File: src/rtl/paired_bit_mult.sv
module paired_bit_mult #(
  parameter int YW      = 8,
  parameter int XW      = 8,
  parameter bit OUT_REG = 1'b1
) (
  input  logic              clk,
  input  logic              rst_n,
  input  logic [YW-1:0]     op_y,
  input  logic [XW-1:0]     op_x,
  output logic [YW+XW-1:0]  prod
);
  localparam int XE = XW + (XW % 2);
  localparam int NR = XE / 2;
  localparam int RW = YW + 2;
  localparam int PW = YW + XW;
  localparam int AW = YW + XE;

  logic [XE-1:0]            xe;
  logic [RW-1:0]            ye;
  logic [NR-1:0][RW-1:0]    row_val;
  logic [NR-1:0][YW+1:0]    cy;
  logic [NR:0][AW-1:0]      acc;
  logic [PW-1:0]            prod_c;

  assign xe     = XE'(op_x);
  assign ye     = {1'b0, op_y, 1'b0};
  assign acc[0] = '0;

  for (genvar r = 0; r < NR; r++) begin : g_row
    assign cy[r][0] = 1'b0;
    for (genvar j = 0; j <= YW; j++) begin : g_cell
      logic t_lo, t_hi;
      assign t_lo = xe[2*r]   & ye[j+1];
      assign t_hi = xe[2*r+1] & ye[j];
      assign row_val[r][j] = t_lo ^ t_hi ^ cy[r][j];
      assign cy[r][j+1]    = (t_lo & t_hi) | (t_lo & cy[r][j]) | (t_hi & cy[r][j]);
    end
    assign row_val[r][RW-1] = cy[r][YW+1];
    assign acc[r+1] = acc[r] + (AW'(row_val[r]) << (2*r));
  end

  assign prod_c = acc[NR][PW-1:0];

  if (OUT_REG) begin : g_reg
    always_ff @(posedge clk) begin
      if (!rst_n) prod <= '0;
      else        prod <= prod_c;
    end
  end else begin : g_comb
    assign prod = prod_c;
  end
endmodule

File: config.mk
export PLATFORM = sky130hd
export DESIGN_NAME = paired_bit_mult
export DESIGN_NICKNAME = d
export VERILOG_FILES = /design/src/rtl/paired_bit_mult.sv
export SDC_FILE = /design/constraint.sdc
export NUM_CORES = 1
export LEC_CHECK = 0
export ABC_CLOCK_PERIOD_IN_PS = 5850
export BUFFER_PORTS_ARGS = -buffer_cell sky130_fd_sc_hd__buf_2
export CAP_MARGIN = 20
export CORE_UTILIZATION = 53
export DETAILED_ROUTE_END_ITERATION = 8
export PLACE_DENSITY_LB_ADDON = 0.08
export SYNTH_ARGS = -nofsm -noshare
export SYNTH_HDL_FRONTEND = slang
export SYNTH_SLANG_ARGS = --single-unit
File: constraint.sdc
create_clock -name clk -period 5.85 [get_ports clk]
set_input_delay 0.585 -clock clk [delete_from_list [all_inputs] [get_ports clk]]
set_output_delay 0.585 -clock clk [all_outputs]
set_load 0.05 [all_outputs]
Word level (Yosys, flattened, before mapping)
Cells that the tools add are included.
{"block": "totals", "reg_bits": 16, "in_bits": 18}
{"block": "op_classes", "n_bitwise": 248, "addsub": 3}
{"cell": "$and 1x1->1", "count": 144}
{"cell": "$xor 1x1->1", "count": 56}
{"cell": "$or 1x1->1", "count": 48}
{"cell": "$add 16x16->16", "count": 1}
{"cell": "$add 13x14->15", "count": 1}
{"cell": "$add 10x12->13", "count": 1}

Logic depth before layout (Yosys ltp)
Gate-level depths: netlist of run 1.
{"block": "logic_depth", "ltp_word": 24, "depth_mapped": 26, "mapped_depth_nobuf": 26}

Worst setup path after synthesis of run 1
No wires, ideal clock.
{"block": "synth_path", "path_kind": "input port to flip-flop", "startpoint": "input port op_x[0]", "endpoint": "register prod[14]", "required_time_ns": 5.778, "t_arrival_ns": 6.121, "setup_slack_ns": -0.342, "setup_time_ns": 0.072, "cell_stages": 22, "path_cell_list": "and2_1 -> ha_1 -> inv_1 -> fa_1 -> fa_1 -> fa_1 -> fa_1 -> fa_1 -> fa_1 -> inv_1 -> ha_1 -> fa_1 -> ha_1 -> and3_1 -> a221oi_2 -> o21bai_1 -> a21oi_1 -> xnor2_1 -> ha_1 -> or4_1 -> a31oi_1 -> mux2i_1"}
{"block": "synth_via", "elab_chain_len": 24, "elab_cells_between_ends": 57}
{"element": "start: declaration", "line": "9", "text": "input logic [XW-1:0] op_x,"}
{"element": "$and 1x1->1", "line": "33", "text": "assign t_lo = xe[2*r] & ye[j+1];"}
{"element": "$and 1x1->1 (2 in series)", "line": "36", "text": "assign cy[r][j+1] = (t_lo & t_hi) | (t_lo & cy[r][j]) | (t_hi & cy[r][j]);"}
{"element": "$or 1x1->1 (2 in series)", "line": "36"}
{"element": "$and 1x1->1", "line": "36"}
{"element": "$or 1x1->1 (2 in series)", "line": "36"}
{"element": "$and 1x1->1", "line": "36"}
{"element": "$or 1x1->1 (2 in series)", "line": "36"}
{"element": "$and 1x1->1", "line": "36"}
{"element": "$or 1x1->1 (2 in series)", "line": "36"}
{"element": "$and 1x1->1", "line": "36"}
{"element": "$or 1x1->1 (2 in series)", "line": "36"}
{"element": "$and 1x1->1", "line": "36"}
{"element": "$or 1x1->1 (2 in series)", "line": "36"}
{"element": "$xor 1x1->1 or $and 1x1->1 (tied branches)", "line": "35, 36"}
{"element": "$add 10x12->13 (*)", "line": "39", "text": "assign acc[r+1] = acc[r] + (AW'(row_val[r]) << (2*r));"}
{"element": "$add 13x14->15 (*)", "line": "39"}
{"element": "$add 16x16->16 (*)", "line": "39"}
{"element": "end signal: assignment", "line": "47", "text": "else prod <= prod_c;"}
{"element": "end: declaration", "line": "10", "text": "output logic [YW+XW-1:0] prod"}
Every way passes the cells marked *; elsewhere a longest branch is shown, timed or not.
A chain may end at the register's enable or synchronous reset.

Worst setup path in the final report of run 1
{"block": "layout_path", "startpoint": "input port op_y[1]", "endpoint": "register prod[14]"}
{"block": "layout_via", "elab_chain_len": 24, "elab_cells_between_ends": 154}
{"element": "start: declaration", "line": "8", "text": "input logic [YW-1:0] op_y,"}
{"element": "$and 1x1->1", "line": "33"}
{"element": "$and 1x1->1 (2 in series)", "line": "36"}
{"element": "$or 1x1->1 (2 in series)", "line": "36"}
{"element": "$and 1x1->1", "line": "36"}
{"element": "$or 1x1->1 (2 in series)", "line": "36"}
{"element": "$and 1x1->1", "line": "36"}
{"element": "$or 1x1->1 (2 in series)", "line": "36"}
{"element": "$and 1x1->1", "line": "36"}
{"element": "$or 1x1->1 (2 in series)", "line": "36"}
{"element": "$and 1x1->1", "line": "36"}
{"element": "$or 1x1->1 (2 in series)", "line": "36"}
{"element": "$and 1x1->1", "line": "36"}
{"element": "$or 1x1->1 (2 in series)", "line": "36"}
{"element": "$xor 1x1->1 or $and 1x1->1 (tied branches)", "line": "35, 36"}
{"element": "$add 10x12->13", "line": "39"}
{"element": "$add 13x14->15", "line": "39"}
{"element": "$add 16x16->16 (*)", "line": "39"}
Marks and branches as above.

==> results_dict.tcl, run 1 <==
set metrics [dict create \
    place_ws_ns -0.474 \
    antenna_found_initial 0 \
    max_freq_mhz 170 \
    dieArea_um2 4700 \
    cap_violations 0 \
    layout_setup_ws_ns -0.0366 \
    drive_gt1_frac 0.339 \
    cts_max_level 1 \
    avgSynthCellArea_um2 8.70 \
    fin_crit_ns 5.89 \
    yosys-top-cells-area "fa_1, ha_1, dfxtp_1" \
    grt_pass1_wl_um 8360 \
    dr.pass1.iters 4 \
    top_register "prod" \
    drv_slew 0 \
    grt_setup_unrepaired "yes" \
    wl_um 5440 \
    crit_type "in2reg" \
    dpl_cell_area_um2 2920 \
    syn_inst 270 \
    start_util 0.571 \
    largestRegisters "prod: 16 flops" \
    fp.dieH_um 68.6 \
    cts-root-buf "clkbuf_8" \
    gp_congestion 0.790 \
    ir_drop_mv 0.181 \
    ys_types 31 \
    synthFlopType "dfxtp_1" \
    setup_violations 2 \
    cts_tree "yes" \
    seq_area_frac_synth 0.136 \
    area_delta_synth_final_pct 34.7 \
    viasPerCell 5.18 \
    clk_pin_slew_ns 0.06 \
    finalInstanceArea_um2 3160 \
    via_count 2062 \
    hold_viol 0 \
    yosys_warnings 0 \
    wl_per_cell_um 13.7 \
    cellInternalPower_mw 0.651 \
    gr-total-overflow 0 \
    grtUsageTotal 0.243 \
    fin_crit_sh 1.01 \
    largest_reg_flops 16 \
    power_frac_clock 0.076 \
    postCtsHoldBufs 0 \
    hpwl_um 4320 \
    crit_required_ns 6.03 \
    dp.cells 391 \
    synth_edf_count 0 \
    crit_arrival_ns 6.06 \
    n_antenna_cell 0 \
    clock_path_buffers 2 \
    grt_pass1_vias 1913 \
    io_pins 34 \
    post-synth-top-count-cell "nand2_1" \
    violations "setup timing" \
    p_sw_mw 0.570 \
    swShare 0.467 \
    p_leak_nw 1.61 \
    fin_cells 398 \
    core_area_um2 4120 \
    p_per_area_nw_per_um2 386 \
    path_max_fanout 4 \
    hold_path.class "in2reg" \
    p_total_mw 1.22 \
    status "finished with violations" \
    grt_start_max_net_pins 13 \
    rows 23 \
    die_x_um 68.6 \
    crit_path_start_kind "input pin" \
    ant_nets 0 \
    hold-worst-slack_ns 0.696 \
    pwr-share-seq 0.123 \
    numCtsBuffers 3 \
    maxSlewHeadroom 0.802 \
    clock-sinks 16 \
    numPortBuffers 33 \
    synthTopCellsByCount "nand2_1, inv_1, fa_1" \
    ys_ff_latch 16 \
    power_frac_comb 0.801 \
    drt_iter0_drc 74 \
    fin_nets 430 \
    async_flop_share 0 \
    drc 0 \
    worst_slew_pin_slew_ns 0.296 \
    syn-num-nets 351 \
    synth_area_um2 2350 \
    end_kind "flip-flop" \
    yosys.area.top_type "fa_1" \
    yosysTopAreaCellShare 0.273 \
]
==> path summary, 6_finish.rpt <==
kind,start,endpoint,slack (ns),depth (start not counted)
worst min-delay path,rst_n,prod[14],0.70,3
worst max-delay path,op_y[1],prod[14],-0.04,24
==> cell usage in the layout (no fill, tap or decap), types with 5 or more instances in the layout <==
cell,n
a21oi_1,6
and2_1,27
buf_2,29
buf_4,44
dfxtp_1,16
fa_1,24
fa_2,8
ha_1,26
inv_1,33
nand2_1,49
nor2_1,5
nor3_1,5
xnor2_1,5
xor2_1,5
==> metrics by stage <==
step / setup TNS, ns / util
4_1_cts: -0.0586 / 0.742
2_1_floorplan: -0.107 / -
6_report: -0.0453 / 0.769
3_3_place_gp: -0.918 / 0.709
5_1_grt: -0.630 / 0.769
3_5_place_dp: -1.69 / 0.709
==> power groups by stage <==
stage	Clock (mW)	Combinational, mW	Sequential (mW)
2_1_floorplan	0	0.464	0.272
3_3_place_gp	0	0.837	0.152
3_5_place_dp	0	0.855	0.153
4_1_cts	0.0961	0.913	0.151
5_1_grt	0.0996	1.07	0.157
6_report	0.0933	0.978	0.150
==> per-layer routing <==
metal | share of wire | GRT usage
met1 | 0.45 | 0.303
met5 | 0 | 0
met3 | 0.023 | 0.00987
met2 | 0.51 | 0.451
met4 | 0.020 | 0.0729
==> timing repair <==
action                                  CTS  global route
setup buffers                             2             1
endpoints found under the setup margin    5             5
pin swaps                                11            14
resized for setup                        15            22
==> critical path, cell delays in order <==
cell and delay, ns:
buf_8 0.08, and2_4 0.14, ha_4 0.13, inv_2 0.03
fa_2 0.34, fa_2 0.34, fa_2 0.35, fa_2 0.35
fa_2 0.35, fa_2 0.53, inv_2 0.04, fa_1 0.53
ha_4 0.23, a21o_1 0.20, a31o_4 0.24, nor2_4 0.10
o21ai_2 0.08, xor2_1 0.15, ha_1 0.31, o21ai_1 0.13
a21oi_2 0.06, or4_4 0.43, a31oi_4 0.15, mux2i_1 0.19
==> layout make-up <==
class,count,area (um2)
multi-input combinational,214,2060
fill,304,951
timing repair buffer,78,536
sequential,16,320
inverter,36,135
tap,50,62.6
clock buffer,4,55.1
==> cells by family after synthesis <==
family                   Yosys count  share of synthesized area
AO/OA/AOI/OAI                     33                     0.0932
flip-flops                        16                      0.136
XOR/XNOR                          12                     0.0448
adder cells (fa/ha/maj)           63                      0.438
buffers and inverters             40                     0.0639
AND/OR/NAND/NOR                  104                      0.215
multiplexers                       2                    0.00852
Power figures use the tool's default switching activity.
==> run 2, diff against run 1 <==
--- a/config.mk
+++ b/config.mk
@@ -8,7 +8,7 @@
 export ABC_CLOCK_PERIOD_IN_PS = 5850
 export BUFFER_PORTS_ARGS = -buffer_cell sky130_fd_sc_hd__buf_2
 export CAP_MARGIN = 20
-export CORE_UTILIZATION = 53
+export CORE_UTILIZATION = 35
 export DETAILED_ROUTE_END_ITERATION = 8
 export PLACE_DENSITY_LB_ADDON = 0.08
 export SYNTH_ARGS = -nofsm -noshare
==> run 2 against run 1 <==
Effect of this change: the flow finishes with violations (DRC, setup timing); die area rose by 50%; routed wire length shrank 4.6%; first-iteration DRC count down 32%; sequential power hardly changed; total power shrank 2.1%; count of clock-buffer cells in the layout unchanged; core utilization fell by 27 points; critical path depth did not move; critical endpoint unchanged.
==> results_dict.tcl, run 2 (synthesis results as in run 1) <==
set metrics [dict create \
    fp.dieH_um 83.9 \
    drc 12 \
    dieArea_um2 7040 \
    wl_per_cell_um 12.3 \
    ir_drop_mv 0.120 \
    setup_violations 1 \
    cts_tree "yes" \
    cpMostUsedCell "fa_2" \
    grt_pass1_vias 1963 \
    io_pins 34 \
    clock_path_buffers 2 \
    hold_viol 0 \
    violations "DRC, setup timing" \
    clock-sinks 16 \
    worst_slew_pin_slew_ns 0.366 \
    cts-root-buf "clkbuf_8" \
    core_area_um2 6420 \
    via_count 1920 \
    crit_path_start_kind "input pin" \
    fin_crit_sh 1.01 \
    crit_required_ns 6.02 \
    status "finished with violations" \
    die_x_um 83.9 \
    hold_start "op_y[0]" \
    min_to "prod[0]" \
    max_freq_mhz 169 \
    final_common_cell "nand2_1" \
    gp_congestion 0.819 \
    dr.pass1.iters 6 \
    worstPathCellList "buf_8 -> and2_4 -> ha_4 -> inv_2 -> fa_2 -> fa_2 -> fa_2 -> fa_2 -> fa_2 -> fa_2 -> inv_2 -> fa_1 -> ha_4 -> a21o_1 -> a31o_4 -> nor2_4 -> o21ai_2 -> xor2_1 -> ha_1 -> o21ai_1 -> a21oi_2 -> or4_4 -> a31oi_2 -> mux2i_1" \
    p_total_mw 1.20 \
    numPortBuffers 33 \
    grtUsageTotal 0.160 \
    startpoint "op_y[1]" \
    final_cell_mix "nand2_1, buf_4, inv_1, buf_2" \
    dpl_cell_area_um2 2970 \
    end_kind "flip-flop" \
    drt_iter0_drc 50 \
    drv_slew 0 \
    viasPerCell 4.54 \
    hold_path.class "in2reg" \
    clk_pin_slew_ns 0.06 \
    maxSlewHeadroom 0.756 \
    hold-worst-slack_ns 0.697 \
    fin_crit_ns 5.91 \
    cts_max_level 1 \
    p_per_area_nw_per_um2 376 \
    numCtsBuffers 3 \
    rows 29 \
    wl_um 5190 \
    grt_pass1_wl_um 9160 \
    postCtsHoldBufs 0 \
    area_delta_synth_final_pct 35.4 \
    crit_arrival_ns 6.08 \
    grt_start_max_net_pins 13 \
    cp_top_family "adder cells" \
    drive_gt1_frac 0.318 \
    p_leak_nw 1.61 \
    whs_path_depth 3 \
    fin_nets 428 \
    largest_reg_flops 16 \
    largestRegisters "prod: 16 flops" \
    cp_slowest_cell "fa_1" \
    n_antenna_cell 0 \
    ant_nets 0 \
    start_util 0.366 \
    path_max_fanout 4 \
    layout_setup_ws_ns -0.0558 \
    gr-total-overflow 0 \
    antenna_found_initial 0 \
    finalInstanceArea_um2 3180 \
    hpwl_um 4490 \
    grt_setup_unrepaired "yes" \
    top_register "prod" \
    crit_type "in2reg" \
    max_stage_delay_ns 0.56 \
    cp_num_buf_inv 3 \
    cap_violations 0 \
]
-- run 2: metrics by stage --
step	instances	TNS, ns	util	setup slack [ns]
final	423	-0.0558	0.495	-0.0558
after global routing	423	-0.840	0.495	-0.272
after CTS	422	-0.0859	0.478	-0.0859
after detailed placement	418	-1.42	0.462	-0.419
after global placement	418	-1.09	0.462	-0.348
after floorplan	270	-0.107	-	-0.107
-- run 2: area by class of cell --
type	count	area (um2)
clock buffers	4	55.1
fillers	648	3240
inverters	36	135
multi-input cells	214	2040
flip-flops and latches	16	320
well taps	77	96.3
repair buffers	76	537
-- run 2: worst min-delay path: stages --
cell and delay (ns):
buf_6 0.08, buf_4 0.11, and3_1 0.13
-- run 2: metal layers --
| metal | vias up | wire (um) | global-route usage |
|---|---|---|---|
| li1 | 1024 | - | - |
| met1 | 871 | 2660 | 0.234 |
| met2 | 23 | 2420 | 0.262 |
| met3 | 2 | 71 | 0.00593 |
| met4 | 0 | 36 | 0.0329 |
| met5 | - | 0 | 0 |
-- run 2: worst max path at each step --
stage          slack [ns]        to  depth (start not counted)
2_1_floorplan       -0.11  prod[14]                         22
3_3_place_gp        -0.35  prod[14]                         23
3_5_place_dp        -0.42  prod[14]                         23
4_1_cts             -0.09  prod[14]                         24
5_1_grt             -0.27  prod[14]                         24
6_report            -0.06  prod[14]                         24
-- run 2: power by group --
| group | internal (mW) | switching (mW) | leakage [nW] |
|---|---|---|---|
| clock | 0.0595 | 0.0340 | 0.0288 |
| combinational | 0.444 | 0.509 | 1.45 |
| sequential | 0.144 | 0.00526 | 0.133 |
| total | 0.647 | 0.548 | 1.61 |
-- run 2: timing repair --
item	CTS	global route
setup buffers	0	1
pin swaps	4	16
endpoints found under the setup margin	3	5
gates resized for setup	12	21
gates cloned	0	0
